**src/rtl/wp_lock_pkg.sv**
```systemverilog
package wp_lock_pkg;
  localparam int DW  = 16;
  localparam int BEW = DW / 8;

  localparam int A_BRK  = 0;
  localparam int A_IDLE = 1;
  localparam int A_POL  = 2;
  localparam int A_CMP  = 3;
  localparam int NWORDS = 4;

  localparam int LOCK_LSB = 8;

  localparam logic [DW-1:0] BRK_GRP_DT  = 16'h70FF;
  localparam logic [DW-1:0] BRK_GRP_OFF = 16'h0C00;
  localparam logic [DW-1:0] BRK_LOCK    = 16'h0300;

  typedef enum logic [1:0] {
    LVL_OPEN = 2'd0,
    LVL_ONE  = 2'd1,
    LVL_TWO  = 2'd2,
    LVL_FULL = 2'd3
  } lock_lvl_e;

  function automatic logic [DW-1:0] pair_bits(input int nch);
    logic [DW-1:0] r;
    r = '0;
    for (int c = 0; c < 2 * nch; c++) r[c] = 1'b1;
    return r;
  endfunction

  function automatic logic [DW-1:0] oe_bits(input int nch);
    logic [DW-1:0] r;
    r = '0;
    for (int c = 0; c < nch; c++) r[8 + c] = 1'b1;
    return r;
  endfunction

  function automatic logic [DW-1:0] cmp_bits(input int nch);
    logic [DW-1:0] r;
    r = '0;
    for (int c = 0; c < 4 * nch; c++) r[c] = 1'b1;
    return r;
  endfunction
endpackage

```
**src/rtl/wp_lock_level.sv**
```systemverilog
module wp_lock_level (
  input  logic       clk,
  input  logic       rst,
  input  logic       wr_hit,
  input  logic [1:0] wr_val,
  output logic [1:0] level
);
  always_ff @(posedge clk) begin
    if (rst)
      level <= 2'd0;
    else if (wr_hit && (level == 2'd0))
      level <= wr_val;
  end
endmodule

```
**src/rtl/wp_guard_decode.sv**
```systemverilog
module wp_guard_decode
  import wp_lock_pkg::*;
(
  input  logic [1:0] level,
  output logic [3:0] grp_ok
);
  lock_lvl_e lvl;
  assign lvl = lock_lvl_e'(level);

  always_comb begin
    unique case (lvl)
      LVL_OPEN: grp_ok = 4'b1111;
      LVL_ONE:  grp_ok = 4'b1100;
      LVL_TWO:  grp_ok = 4'b1000;
      default:  grp_ok = 4'b0000;
    endcase
  end
endmodule

```
**src/rtl/wp_field_word.sv**
```systemverilog
module wp_field_word #(
  parameter int              W    = 16,
  parameter logic [W-1:0]    IMPL = '1
) (
  input  logic           clk,
  input  logic           rst,
  input  logic           we,
  input  logic [W-1:0]   wdata,
  input  logic [W/8-1:0] be,
  input  logic [W-1:0]   allow,
  output logic [W-1:0]   q
);
  logic [W-1:0] lane_m;
  logic [W-1:0] upd_m;

  for (genvar b = 0; b < W / 8; b++) begin : g_lane
    assign lane_m[b*8 +: 8] = {8{be[b]}};
  end

  assign upd_m = lane_m & allow & IMPL & {W{we}};

  always_ff @(posedge clk) begin
    if (rst)
      q <= '0;
    else
      q <= (q & ~upd_m) | (wdata & upd_m);
  end
endmodule

```
**src/rtl/wp_lock_ctrl.sv**
```systemverilog
module wp_lock_ctrl
  import wp_lock_pkg::*;
#(
  parameter int NUM_CH = 4,
  parameter int ADDR_W = 4
) (
  input  logic              clk,
  input  logic              rst,
  input  logic              wr_en,
  input  logic [ADDR_W-1:0] wr_addr,
  input  logic [DW-1:0]     wr_data,
  input  logic [BEW-1:0]    wr_be,
  input  logic [ADDR_W-1:0] rd_addr,
  output logic [DW-1:0]     rd_data,
  output logic [1:0]        lock_level,
  output logic [3:0]        grp_wr_ok,
  output logic [DW-1:0]     brk_cfg,
  output logic [DW-1:0]     idle_cfg,
  output logic [DW-1:0]     pol_cfg,
  output logic [DW-1:0]     cmp_cfg
);
  localparam logic [DW-1:0] M_IDLE = pair_bits(NUM_CH);
  localparam logic [DW-1:0] M_POL  = pair_bits(NUM_CH);
  localparam logic [DW-1:0] M_OE   = oe_bits(NUM_CH);
  localparam logic [DW-1:0] M_CMP  = cmp_bits(NUM_CH);
  localparam logic [NWORDS*DW-1:0] IMPL_ALL =
    {M_CMP, M_POL | M_OE, M_IDLE, BRK_GRP_DT | BRK_GRP_OFF};

  logic [NWORDS-1:0][DW-1:0] allow;
  logic [NWORDS-1:0][DW-1:0] word_q;
  logic                      lock_hit;

  assign lock_hit = wr_en && (wr_addr == ADDR_W'(A_BRK)) && wr_be[LOCK_LSB/8];

  wp_lock_level u_level (
    .clk    (clk),
    .rst    (rst),
    .wr_hit (lock_hit),
    .wr_val (wr_data[LOCK_LSB +: 2]),
    .level  (lock_level)
  );

  wp_guard_decode u_decode (
    .level  (lock_level),
    .grp_ok (grp_wr_ok)
  );

  always_comb begin
    allow[A_BRK]  = (grp_wr_ok[0] ? BRK_GRP_DT : '0) | (grp_wr_ok[2] ? BRK_GRP_OFF : '0);
    allow[A_IDLE] = grp_wr_ok[1] ? M_IDLE : '0;
    allow[A_POL]  = (grp_wr_ok[2] ? M_POL : '0) | M_OE;
    allow[A_CMP]  = grp_wr_ok[3] ? M_CMP : '0;
  end

  for (genvar i = 0; i < NWORDS; i++) begin : g_word
    logic we_i;
    assign we_i = wr_en && (wr_addr == ADDR_W'(i));
    wp_field_word #(
      .W    (DW),
      .IMPL (IMPL_ALL[i*DW +: DW])
    ) u_word (
      .clk   (clk),
      .rst   (rst),
      .we    (we_i),
      .wdata (wr_data),
      .be    (wr_be),
      .allow (allow[i]),
      .q     (word_q[i])
    );
  end

  assign brk_cfg  = word_q[A_BRK] | (DW'(lock_level) << LOCK_LSB);
  assign idle_cfg = word_q[A_IDLE];
  assign pol_cfg  = word_q[A_POL];
  assign cmp_cfg  = word_q[A_CMP];

  always_ff @(posedge clk) begin
    if (rst)
      rd_data <= '0;
    else begin
      case (rd_addr)
        ADDR_W'(A_BRK):  rd_data <= brk_cfg;
        ADDR_W'(A_IDLE): rd_data <= idle_cfg;
        ADDR_W'(A_POL):  rd_data <= pol_cfg;
        ADDR_W'(A_CMP):  rd_data <= cmp_cfg;
        default:         rd_data <= '0;
      endcase
    end
  end
endmodule

```
**config.mk**
```make
export PLATFORM = sky130hd
export DESIGN_NAME = wp_lock_ctrl
export DESIGN_NICKNAME = d
export VERILOG_FILES = /design/src/rtl/wp_lock_pkg.sv /design/src/rtl/wp_lock_level.sv /design/src/rtl/wp_guard_decode.sv /design/src/rtl/wp_field_word.sv /design/src/rtl/wp_lock_ctrl.sv
export SDC_FILE = /design/constraint.sdc
export NUM_CORES = 1
export LEC_CHECK = 0
export BUFFER_PORTS_ARGS = -buffer_cell sky130_fd_sc_hd__buf_2
export CAP_MARGIN = 10
export CORE_ASPECT_RATIO = 1.1
export CORE_MARGIN = 2
export CORE_UTILIZATION = 49
export DETAILED_ROUTE_END_ITERATION = 10
export PLACE_DENSITY = 0.88
export SYNTH_ARGS = -nofsm -noshare
export SYNTH_HDL_FRONTEND = slang
export SYNTH_SLANG_ARGS = --single-unit
```
**constraint.sdc**
```tcl
create_clock -name clk -period 1.8 [get_ports clk]
set_clock_uncertainty 0.15 [all_clocks]
set_input_delay 0.18 -clock clk [delete_from_list [all_inputs] [get_ports clk]]
set_output_delay 0.18 -clock clk [all_outputs]
set_load 0.03 [all_outputs]
```
==> out/results.ini <==
[worst_setup_path]
reg2regPathDepth = 4
r2r_start = u_level.level[0]$_SDFFE_PP0P_
slowest_delay_ps = 390
critPathSlowestCell = dfxtp_1
crit_chain = nor4b_4, and3_1, buf_4, mux2i_1
required_ps = 1910
reg2reg_slack_ps = 180
crit_path_start_kind = flip-flop
critPathMaxFanout = 8
critPathKind = flip-flop to flip-flop
critPathBufInv = 1
cp.arrival_ps = 1730
cp-end-kind = flip-flop
path_delay_family = simple AND/OR/NAND/NOR gates

[clocking]
cts_setup_buffers = 0
clock-sinks = 67
cts_buffers = 9
cts_root_buf = clkbuf_8
cts_tree = yes
clk_pin_slew_ps = 70
cts.path.max_buffers = 2
clk_latency_ps = 340
ctsResizeCount = 0
htreeDepth = 3
postCtsHoldBufs = 3

[detailed_routing]
dr_wl_met3_um = 376
met2_length_um = 3810
drt_wl_total_um = 7470
first_pass_iters = 4
wl_met1_um = 3100
drt.antenna.violating_nets = 0
via_per_inst = 5.17
avgRoutedWirePerCell_um = 15.6
highest_layer = met4
drt_first_iter_violations = 105
drc_errors = 0
vias = 2480

[yosys]
yosysSeqAreaShare = 0.438
synth-xor-area-share = 0
synth.distinct_cells = 31
synth_fa_ha_area_frac = 0
avgSynthCellArea_um2 = 10.3
yosys_warnings = 0
synth_top_area_cell = dfxtp_1
synth_simple_gate_area_share = 0.224
syn_inst = 296
synth-seq-cells = 67
synth_top_family_by_area = multiplexers
synth_area_um2 = 3060
synth_top_cells_by_area = dfxtp_1 (44%), mux2i_1 (21%), nand2b_1 (13%)
synth-compound-area-share = 0.0417
synthMuxAreaShare = 0.227
synth_top_area_frac = 0.438

[cells_and_area]
fin_cells = 480
synthToLayoutAreaGrowth_pct = 24.0
final_cell_mix = buf_2 (101), dfxtp_1 (66), nand2b_1 (65), mux2i_1 (65), nor2_1 (17)
drive_above_1_share = 0.343
final_common_cell = buf_2
fillers = 526
antenna_cells = 0
nNetsFinal = 425
stdcell_area_um2 = 3790

[sta]
max_clock_freq_mhz = 619
slew_headroom = 0.569
setup_viol = 0
rsz0062_at_grt = no
drv_slew = 0
whs_ps = 11.7
hold_violations = 0
timing.final.crit_period_ps = 1620
worst_slew_pin_slew_ps = 647
period_share = 0.898
finalSetupTns_ps = 0

[placed_design]
hpwl_um = 5510
dp.cells = 462
postPlaceCellArea_um2 = 3570
gp_congestion = 0.807
port_buffers = 101

[global_route]
grt_max_degree = 36
grt_pass1_vias = 2449
grt_first_pass_wirelength_um = 11800
grt-ovfl-total = 0
track_usage = 0.221
antenna_found_initial = 0

[run]
max-cap-violations = 0

[floorplan]
dieHeight_um = 86.9
core_um2 = 6120
initial_core_util = 0.500
rows = 30
die-area_um2 = 6890
io-pin-count = 115
dieWidth_um = 79.3

[pwr]
p_leak_nw = 1.90
peakVddDrop_mv = 0.391
power_density_nw_per_um2 = 779

[status]
outcome = complete, no violations

[worst_hold_path]
worstHoldPathCells = 3
min-delay-start = wr_data[12]
hp-class = input port to flip-flop

-- cells by family (layout without fill, tap and decap cells) --
kind of cell | after synthesis | count (layout)
simple gates | 108 | 108
mux | 69 | 69
flops | 67 | 67
buf+inv | 34 | 126
compound gates | 17 | 17
other cells | 1 | 13
-- where the power goes --
group	internal [W]	switching, W	total [W]
clock	0.000679	0.000520	0.00120
sequential	0.00149	0.00000762	0.00150
combinational	0.0000980	0.000161	0.000259
-- metal layers --
metal  track usage  up-vias
li1              -     1179
met1         0.265     1186
met2         0.387      100
met3        0.0405       15
met4         0.100        0
met5             0        -
-- through the flow --
| stage | util | total power (W) | setup WS (ps) |
|---|---|---|---|
| 2_1_floorplan | - | 0.00172 | 17.1 |
| 3_3_place_gp | 0.583 | 0.00178 | 287 |
| 3_5_place_dp | 0.583 | 0.00178 | 235 |
| 4_1_cts | 0.620 | 0.00297 | 201 |
| 5_1_grt | 0.620 | 0.00305 | 90.2 |
| 6_report | 0.620 | 0.00296 | 184 |
-- worst min-delay path, cell delays in order --
cell and delay, ps:
buf_2 90, nand2b_1 90, mux2i_1 80
-- layout make-up --
type	instances	area [um2]	share of cell area
clock buffers	14	193	0.0508
clock inverters	1	5.00	0.00132
inverters	1	3.75	0.000989
multi-input cells	207	1560	0.410
flip-flops and latches	67	1340	0.354
well taps	80	100	0.0264
repair buffers	110	593	0.156
-- cells in the mapped netlist (all sizes together) --
library cell and count:
nand4 3, nand3 5, nor4b 2, nand2 7
mux2i 65, conb 1, or3b 1, a22oi 4
and2b 1, nand2b 65, o22ai 1, inv 1
a31oi 1, clkbuf 10, nor3b 1, or3 2
and4 1, buf 23, and3 1, nor2 17
o22a 8, and4bb 2, dfxtp 67, a21oi 3
mux2 4
-- worst max-delay path by stage --
stage	slack, ps	to	depth (start not counted)	start
6_report	180	flip-flop	4	u_level.level[0]$_SDFFE_PP0P_
5_1_grt	90	flip-flop	4	u_level.level[0]$_SDFFE_PP0P_
4_1_cts	200	flip-flop	4	u_level.level[0]$_SDFFE_PP0P_
3_5_place_dp	230	flip-flop	4	u_level.level[0]$_SDFFE_PP0P_
3_3_place_gp	290	flip-flop	4	u_level.level[0]$_SDFFE_PP0P_
2_1_floorplan	20	flip-flop	4	u_level.level[0]$_SDFFE_PP0P_
Note: power is estimated with default switching activity, not from simulation.
